<file path="config.mk">
export PLATFORM = sky130hd
export DESIGN_NAME = slot3_exchange
export DESIGN_NICKNAME = d
export VERILOG_FILES = /design/src/rtl/slot3_pkg.sv /design/src/rtl/slot3_datapath.sv /design/src/rtl/slot3_ctrl.sv /design/src/rtl/slot3_exchange.sv
export SDC_FILE = /design/constraint.sdc
export NUM_CORES = 1
export LEC_CHECK = 0
export BUFFER_PORTS_ARGS = -buffer_cell sky130_fd_sc_hd__buf_2
export CORE_MARGIN = 2
export CORE_UTILIZATION = 29
export CTS_CLUSTER_SIZE = 25
export DETAILED_ROUTE_END_ITERATION = 16
export GPL_ROUTABILITY_DRIVEN = 0
export GPL_TIMING_DRIVEN = 0
export SLEW_MARGIN = 20
export SYNTH_ARGS = -nofsm -noshare
export SYNTH_HDL_FRONTEND = slang
export SYNTH_SLANG_ARGS = --single-unit
</file>
<file path="constraint.sdc">
create_clock -name clk -period 4 [get_ports clk]
set_input_delay 0.4 -clock clk [delete_from_list [all_inputs] [get_ports clk]]
set_output_delay 0.4 -clock clk [all_outputs]
set_load 0.1 [all_outputs]
</file>
<file path="src/rtl/slot3_pkg.sv">
package slot3_pkg;
  localparam int NUM_SLOTS = 3;
  localparam int IDX_W = $clog2(NUM_SLOTS);

  typedef logic [IDX_W-1:0] slotIdx_t;

  // strobes from control to datapath, one per control statement
  typedef struct packed {
    logic storeNew;  // write frame into slot newIdx
    logic setLast;   // lastIdx <= newIdx
    logic setNew;    // newIdx  <= free slot
    logic setRead;   // readIdx <= lastIdx
    logic loadOut;   // rdData  <= slot readIdx
  } slotStrb_t;

  // lowest slot number equal to neither argument
  function automatic slotIdx_t pickFree(slotIdx_t a, slotIdx_t b);
    slotIdx_t res;
    logic found;
    res = '0;
    found = 1'b0;
    for (int i = 0; i < NUM_SLOTS; i++) begin
      if (!found && slotIdx_t'(i) != a && slotIdx_t'(i) != b) begin
        res = slotIdx_t'(i);
        found = 1'b1;
      end
    end
    return res;
  endfunction
endpackage

</file>
<file path="src/rtl/slot3_datapath.sv">
module slot3_datapath
  import slot3_pkg::*;
#(
  parameter int DATA_W = 32
) (
  input  logic              clk,
  input  logic              rstN,
  input  slotStrb_t         strb,
  input  logic [DATA_W-1:0] wrData,
  output logic [DATA_W-1:0] rdData
);
  slotIdx_t newIdx, lastIdx, readIdx;
  logic [DATA_W-1:0] slotMem [NUM_SLOTS];

  generate
    for (genvar g = 0; g < NUM_SLOTS; g++) begin : gSlot
      always_ff @(posedge clk) begin
        if (!rstN) slotMem[g] <= '0;
        else if (strb.storeNew && newIdx == slotIdx_t'(g)) slotMem[g] <= wrData;
      end
    end
  endgenerate

  always_ff @(posedge clk) begin
    if (!rstN) begin
      newIdx  <= slotIdx_t'(0);
      lastIdx <= slotIdx_t'(1);
      readIdx <= slotIdx_t'(1);
    end else begin
      if (strb.setLast) lastIdx <= newIdx;
      if (strb.setNew)  newIdx  <= pickFree(lastIdx, readIdx);
      if (strb.setRead) readIdx <= lastIdx;
    end
  end

  always_ff @(posedge clk) begin
    if (!rstN) rdData <= '0;
    else if (strb.loadOut) rdData <= slotMem[readIdx];
  end


  newNotRead_chk: assert property (@(posedge clk) disable iff (!rstN)
    newIdx != readIdx);

  idxLegal_chk: assert property (@(posedge clk) disable iff (!rstN)
    (newIdx < NUM_SLOTS) && (lastIdx < NUM_SLOTS) && (readIdx < NUM_SLOTS));

  readTakesLast_chk: assert property (@(posedge clk) disable iff (!rstN)
    strb.setRead |=> readIdx == $past(lastIdx));

  newLeavesLast_chk: assert property (@(posedge clk) disable iff (!rstN)
    strb.setNew |=> newIdx != lastIdx);
endmodule

</file>
<file path="src/rtl/slot3_ctrl.sv">
module slot3_ctrl
  import slot3_pkg::*;
(
  input  logic      clk,
  input  logic      rstN,
  input  logic      wrStart,
  input  logic      rdStart,
  output slotStrb_t strb,
  output logic      wrDone,
  output logic      wrSkip,
  output logic      rdDone,
  output logic      rdOld
);
  typedef enum logic [1:0] {W_IDLE, W_ARB, W_SET} wrState_t;
  typedef enum logic [1:0] {R_IDLE, R_ARB, R_OUT} rdState_t;

  wrState_t wrState;
  rdState_t rdState;
  logic wReq, rReq, gntW, gntR;
  logic unread, skipHold, oldHold;

  // arbiter over the shared-index steps; producer wins a tie
  assign wReq = (wrState == W_ARB);
  assign rReq = (rdState == R_ARB);
  assign gntW = wReq;
  assign gntR = rReq && !wReq;

  always_comb begin
    strb = '0;
    strb.storeNew = (wrState == W_IDLE) && wrStart;
    strb.setLast  = gntW;
    strb.setNew   = (wrState == W_SET);
    strb.setRead  = gntR;
    strb.loadOut  = (rdState == R_OUT);
  end

  always_ff @(posedge clk) begin
    if (!rstN) begin
      wrState  <= W_IDLE;
      rdState  <= R_IDLE;
      unread   <= 1'b0;
      skipHold <= 1'b0;
      oldHold  <= 1'b0;
      wrDone   <= 1'b0;
      wrSkip   <= 1'b0;
      rdDone   <= 1'b0;
      rdOld    <= 1'b0;
    end else begin
      wrDone <= 1'b0;
      wrSkip <= 1'b0;
      rdDone <= 1'b0;
      rdOld  <= 1'b0;
      case (wrState)
        W_IDLE: if (wrStart) wrState <= W_ARB;
        W_ARB: if (gntW) begin
          skipHold <= unread;
          unread   <= 1'b1;
          wrState  <= W_SET;
        end
        W_SET: begin
          wrDone  <= 1'b1;
          wrSkip  <= skipHold;
          wrState <= W_IDLE;
        end
        default: wrState <= W_IDLE;
      endcase
      case (rdState)
        R_IDLE: if (rdStart) rdState <= R_ARB;
        R_ARB: if (gntR) begin
          oldHold <= !unread;
          unread  <= 1'b0;
          rdState <= R_OUT;
        end
        R_OUT: begin
          rdDone  <= 1'b1;
          rdOld   <= oldHold;
          rdState <= R_IDLE;
        end
        default: rdState <= R_IDLE;
      endcase
    end
  end


  sharedMutex_chk: assert property (@(posedge clk) disable iff (!rstN)
    !(strb.setLast && strb.setRead));

  readerWaitsOne_chk: assert property (@(posedge clk) disable iff (!rstN)
    (rReq && !gntR) |=> strb.setRead);

  newAfterLast_chk: assert property (@(posedge clk) disable iff (!rstN)
    strb.setNew |-> $past(strb.setLast));

  wrDonePulse_chk: assert property (@(posedge clk) disable iff (!rstN)
    wrDone |=> !wrDone);

  rdDonePulse_chk: assert property (@(posedge clk) disable iff (!rstN)
    rdDone |=> !rdDone);

  skipWithDone_chk: assert property (@(posedge clk) disable iff (!rstN)
    wrSkip |-> wrDone);

  oldWithDone_chk: assert property (@(posedge clk) disable iff (!rstN)
    rdOld |-> rdDone);
endmodule

</file>
<file path="src/rtl/slot3_exchange.sv">
module slot3_exchange
  import slot3_pkg::*;
#(
  parameter int DATA_W = 32
) (
  input  logic              clk,
  input  logic              rstN,
  input  logic              wrStart,
  input  logic [DATA_W-1:0] wrData,
  output logic              wrDone,
  output logic              wrSkip,
  input  logic              rdStart,
  output logic [DATA_W-1:0] rdData,
  output logic              rdDone,
  output logic              rdOld
);
  slotStrb_t strb;

  slot3_ctrl u_ctrl (
    .clk(clk), .rstN(rstN), .wrStart(wrStart), .rdStart(rdStart),
    .strb(strb), .wrDone(wrDone), .wrSkip(wrSkip),
    .rdDone(rdDone), .rdOld(rdOld)
  );

  slot3_datapath #(.DATA_W(DATA_W)) u_dp (
    .clk(clk), .rstN(rstN), .strb(strb), .wrData(wrData), .rdData(rdData)
  );
endmodule

</file>
==> results.sh <==
export IMPL_area_growth_pct=23.4
export IMPL_num_vias=3957
export IMPL_fp_dieH_um=150
export IMPL_fmax_mhz=503
export IMPL_maxCapViolations=0
export IMPL_path_cells="nor2_1 > nand2_1 > o31ai_4 > buf_6 > buf_8 > buf_8"
export IMPL_crit_path_top_delay_cell="dfxtp_1"
export IMPL_postSynthCellCount=492
export IMPL_utilization=0.364
export IMPL_clk_path_buf_depth=2
export IMPL_switching_share=0.220
export IMPL_critPathMaxFanout=12
export IMPL_cts_tree="done"
export IMPL_max_vdd_ir_drop_mv=0.283
export IMPL_track_usage=0.137
export IMPL_yosysUniqueCellTypes=35
export IMPL_rows=53
export IMPL_p_clk_frac=0.457
export IMPL_drc=0
export IMPL_cts_root_buffer="clkbuf_16"
export IMPL_core_area_um2=21000
export IMPL_grtUsageMet2=0.229
export IMPL_synth_area_per_cell_um2=12.6
export IMPL_cts_sinks=145
export IMPL_cts_clk_slew_worst_paths_ps=60
export IMPL_drtPass1Iterations=4
export IMPL_cp_depth=6
export IMPL_htree_levels=4
export IMPL_worstPathBufferInverterCount=3
export IMPL_drt_vias_per_instance=4.52
export IMPL_grt_pass1_vias=4200
export IMPL_p_switching_mw=0.789
export IMPL_antenna_found_initial=2
export IMPL_use_met1=0.164
export IMPL_yosys_warnings=0
export IMPL_rsz0062_at_grt="no"
export IMPL_synth_cell_area_um2=6170
export IMPL_relSlewSlack=0.549
export IMPL_ys_seq_elements=145
export IMPL_synth_seq_area_share=0.626
export IMPL_dp_hpwl_um=10300
export IMPL_crit_top_cell="buf_8"
export IMPL_r2r_cells=6
export IMPL_maxSlewViolCount=0
export IMPL_insertion_delay_ps=420
export IMPL_p_total_mw=3.59
export IMPL_period_needed_ps=1990
export IMPL_end_kind="flop"
export IMPL_cts_buffers=17
export IMPL_crit_type="reg2reg"
export IMPL_hold_class="in2reg"
export IMPL_cts_resized=0
export IMPL_die_width_um=150
export IMPL_use_met3=0.0378
export IMPL_dieArea_um2=22500
export IMPL_globalRoute_busiestLayer="met2"
export IMPL_setup_violations=0
export IMPL_cp_top_family="buffers and inverters"
export IMPL_fin_worst_skew_ps=11.8
export IMPL_p_leak_nw=2.89
export IMPL_area_sequential_um2=3860
export IMPL_tightest_slew_ps=673
export IMPL_cpPeakStageDelay_ps=410
export IMPL_multi_input_area_um2=2180
export IMPL_drive_above_1_share=0.278
export IMPL_p_int_mw=2.80
export IMPL_grt_max_degree=21
export IMPL_hold_viol_final=0
export IMPL_power_frac_seq=0.470
export IMPL_layout_nets=623
export IMPL_io_pins=72
export IMPL_wire_per_inst_um=16.8
export IMPL_postCtsSetupBuffers=0
export IMPL_dr_first_iter_drc_count=156
export IMPL_overflow=0
export IMPL_outcome="complete, no violations"
export IMPL_ant_nets=0
export IMPL_required_ps=4120
export IMPL_start_util=0.295
export IMPL_power_density_nw_per_um2=471
export IMPL_whs_path_depth=2
export IMPL_cp_arrival_ps=2110
export IMPL_pwr_share_comb=0.073
export IMPL_n_fill_cell=2080
export IMPL_finalCritPeriodShare=0.497
export IMPL_drt_total_wl_um=14700
export IMPL_grt_pass1_wl_um=22900
export IMPL_cp_start_kind="flop"
export IMPL_ctsHoldBuffers=0
export IMPL_synth_nets=528
export IMPL_io_buffers=71
## path summary, 6_finish.rpt
check                          from                   to  slack [ps]
hold reg to reg     u_dp.rdData[20]      u_dp.rdData[20]         460
setup / recovery  u_ctrl.wrState[0]  u_dp.slotMem[0][30]        2010
setup reg to reg  u_ctrl.wrState[0]  u_dp.slotMem[0][30]        2010
hold / removal           wrData[16]  u_dp.slotMem[0][16]         280
## layer usage
layer | share of wire | up-vias
met5 | 0.00048 | -
met4 | 0.019 | 2
met3 | 0.048 | 20
met2 | 0.50 | 77
met1 | 0.43 | 1937
li1 | - | 1921
## area by class of cell
type,instances,area share
Multi-Input combinational cell,314,0.287
Tap cell,275,0.0452
Antenna cell,1,0.000328
Clock inverter,14,0.0248
Timing Repair Buffer,76,0.0593
Buffer,33,0.0204
Clock buffer,18,0.0563
Sequential cell,145,0.507
## cell usage in the layout (no fill, tap or decap), types with 2 or more instances in the layout
cell,Yosys,routed
nand2_1,43,42
buf_1,5,5
o21ai_0,3,2
clkbuf_1,9,10
a21boi_0,36,36
o211ai_1,32,32
buf_4,3,3
clkinvlp_4,0,5
bufinv_16,0,4
clkinv_2,0,2
and2_1,99,99
clkbuf_2,9,9
buf_2,7,78
buf_16,0,2
buf_8,0,2
dfxtp_1,49,49
mux2_2,32,32
and3_1,3,3
nand2_2,1,2
nor2b_1,4,4
mux2i_1,2,2
nand3_1,6,6
clkbuf_16,0,17
nand2b_1,36,36
nor2_1,2,2
edfxtp_1,96,96
## registers in the layout, summed over array words and instances (netlist names)
register and count:
u_ctrl.rdState 2, u_ctrl.wrState 2, u_ctrl.wrDone 1, u_ctrl.oldHold 1
u_ctrl.rdDone 1, u_dp.readIdx 2, u_ctrl.skipHold 1, u_dp.newIdx 2
u_ctrl.wrSkip 1, u_dp.rdData 32, u_ctrl.rdOld 1, u_dp.lastIdx 2
u_ctrl.unread 1, u_dp.slotMem 96
## power by group through the flow
stage	Combinational, mW	Sequential (mW)	Clock [mW]
2_1_floorplan	0.115	1.77	0
3_3_place_gp	0.241	1.72	0
3_5_place_dp	0.265	1.72	0
4_1_cts	0.266	1.69	1.67
5_1_grt	0.281	1.69	1.73
6_report	0.261	1.69	1.64
## through the flow
step / instance area [um^2] / setup WS (ps) / cells / setup TNS, ps / hold WS, ps
after global routing: 7620 / 1870 / 875 / 0 / 271
after floorplan: 6170 / 527 / 492 / 0 / 439
after CTS: 7620 / 2010 / 875 / 0 / 259
after detailed placement: 7000 / 1900 / 843 / 0 / 455
final: 7620 / 2010 / 876 / 0 / 282
after global placement: 6870 / -1430 / 838 / -84570 / 450
## cell usage after synthesis
master	number	area share
and2_1	99	0.10
edfxtp_1	96	0.47
dfxtp_1	49	0.16
nand2_1	43	0.026
a21boi_0	36	0.044
nand2b_1	36	0.036
mux2_2	32	0.058
o211ai_1	32	0.039
clkbuf_1	9	0.0055
clkbuf_2	9	0.0073
buf_2	7	0.0057
nand3_1	6	0.0049
buf_1	5	0.0030
nor2b_1	4	0.0041
and3_1	3	0.0030
buf_4	3	0.0036
o21ai_0	3	0.0024
mux2i_1	2	0.0032
nor2_1	2	0.0012
a21boi_1	1	0.0012
a21oi_1	1	0.00081
and2b_1	1	0.0012
and3_2	1	0.0012
nand2_2	1	0.0010
nand2b_2	1	0.0014
nand2b_4	1	0.0022
nor3_1	1	0.00081
nor3b_1	1	0.0012
nor4_4	1	0.0034
nor4b_2	1	0.0024
nor4b_4	1	0.0038
o211a_1	1	0.0016
o31ai_1	1	0.0012
or4_1	1	0.0012
xnor2_1	1	0.0014
## cells by family (layout without fill, tap and decap cells)
family,after synthesis,count (layout),synth area share
and+or+nand+nor,204,204,0.196
other,0,1,0
DFF,145,145,0.626
xor gates and xnor gates,1,1,0.00142
AOI/OAI and AO/OA,75,75,0.0900
muxes,34,34,0.0616
buffers and inverters,33,141,0.0251
Power figures use the tool's default switching activity.
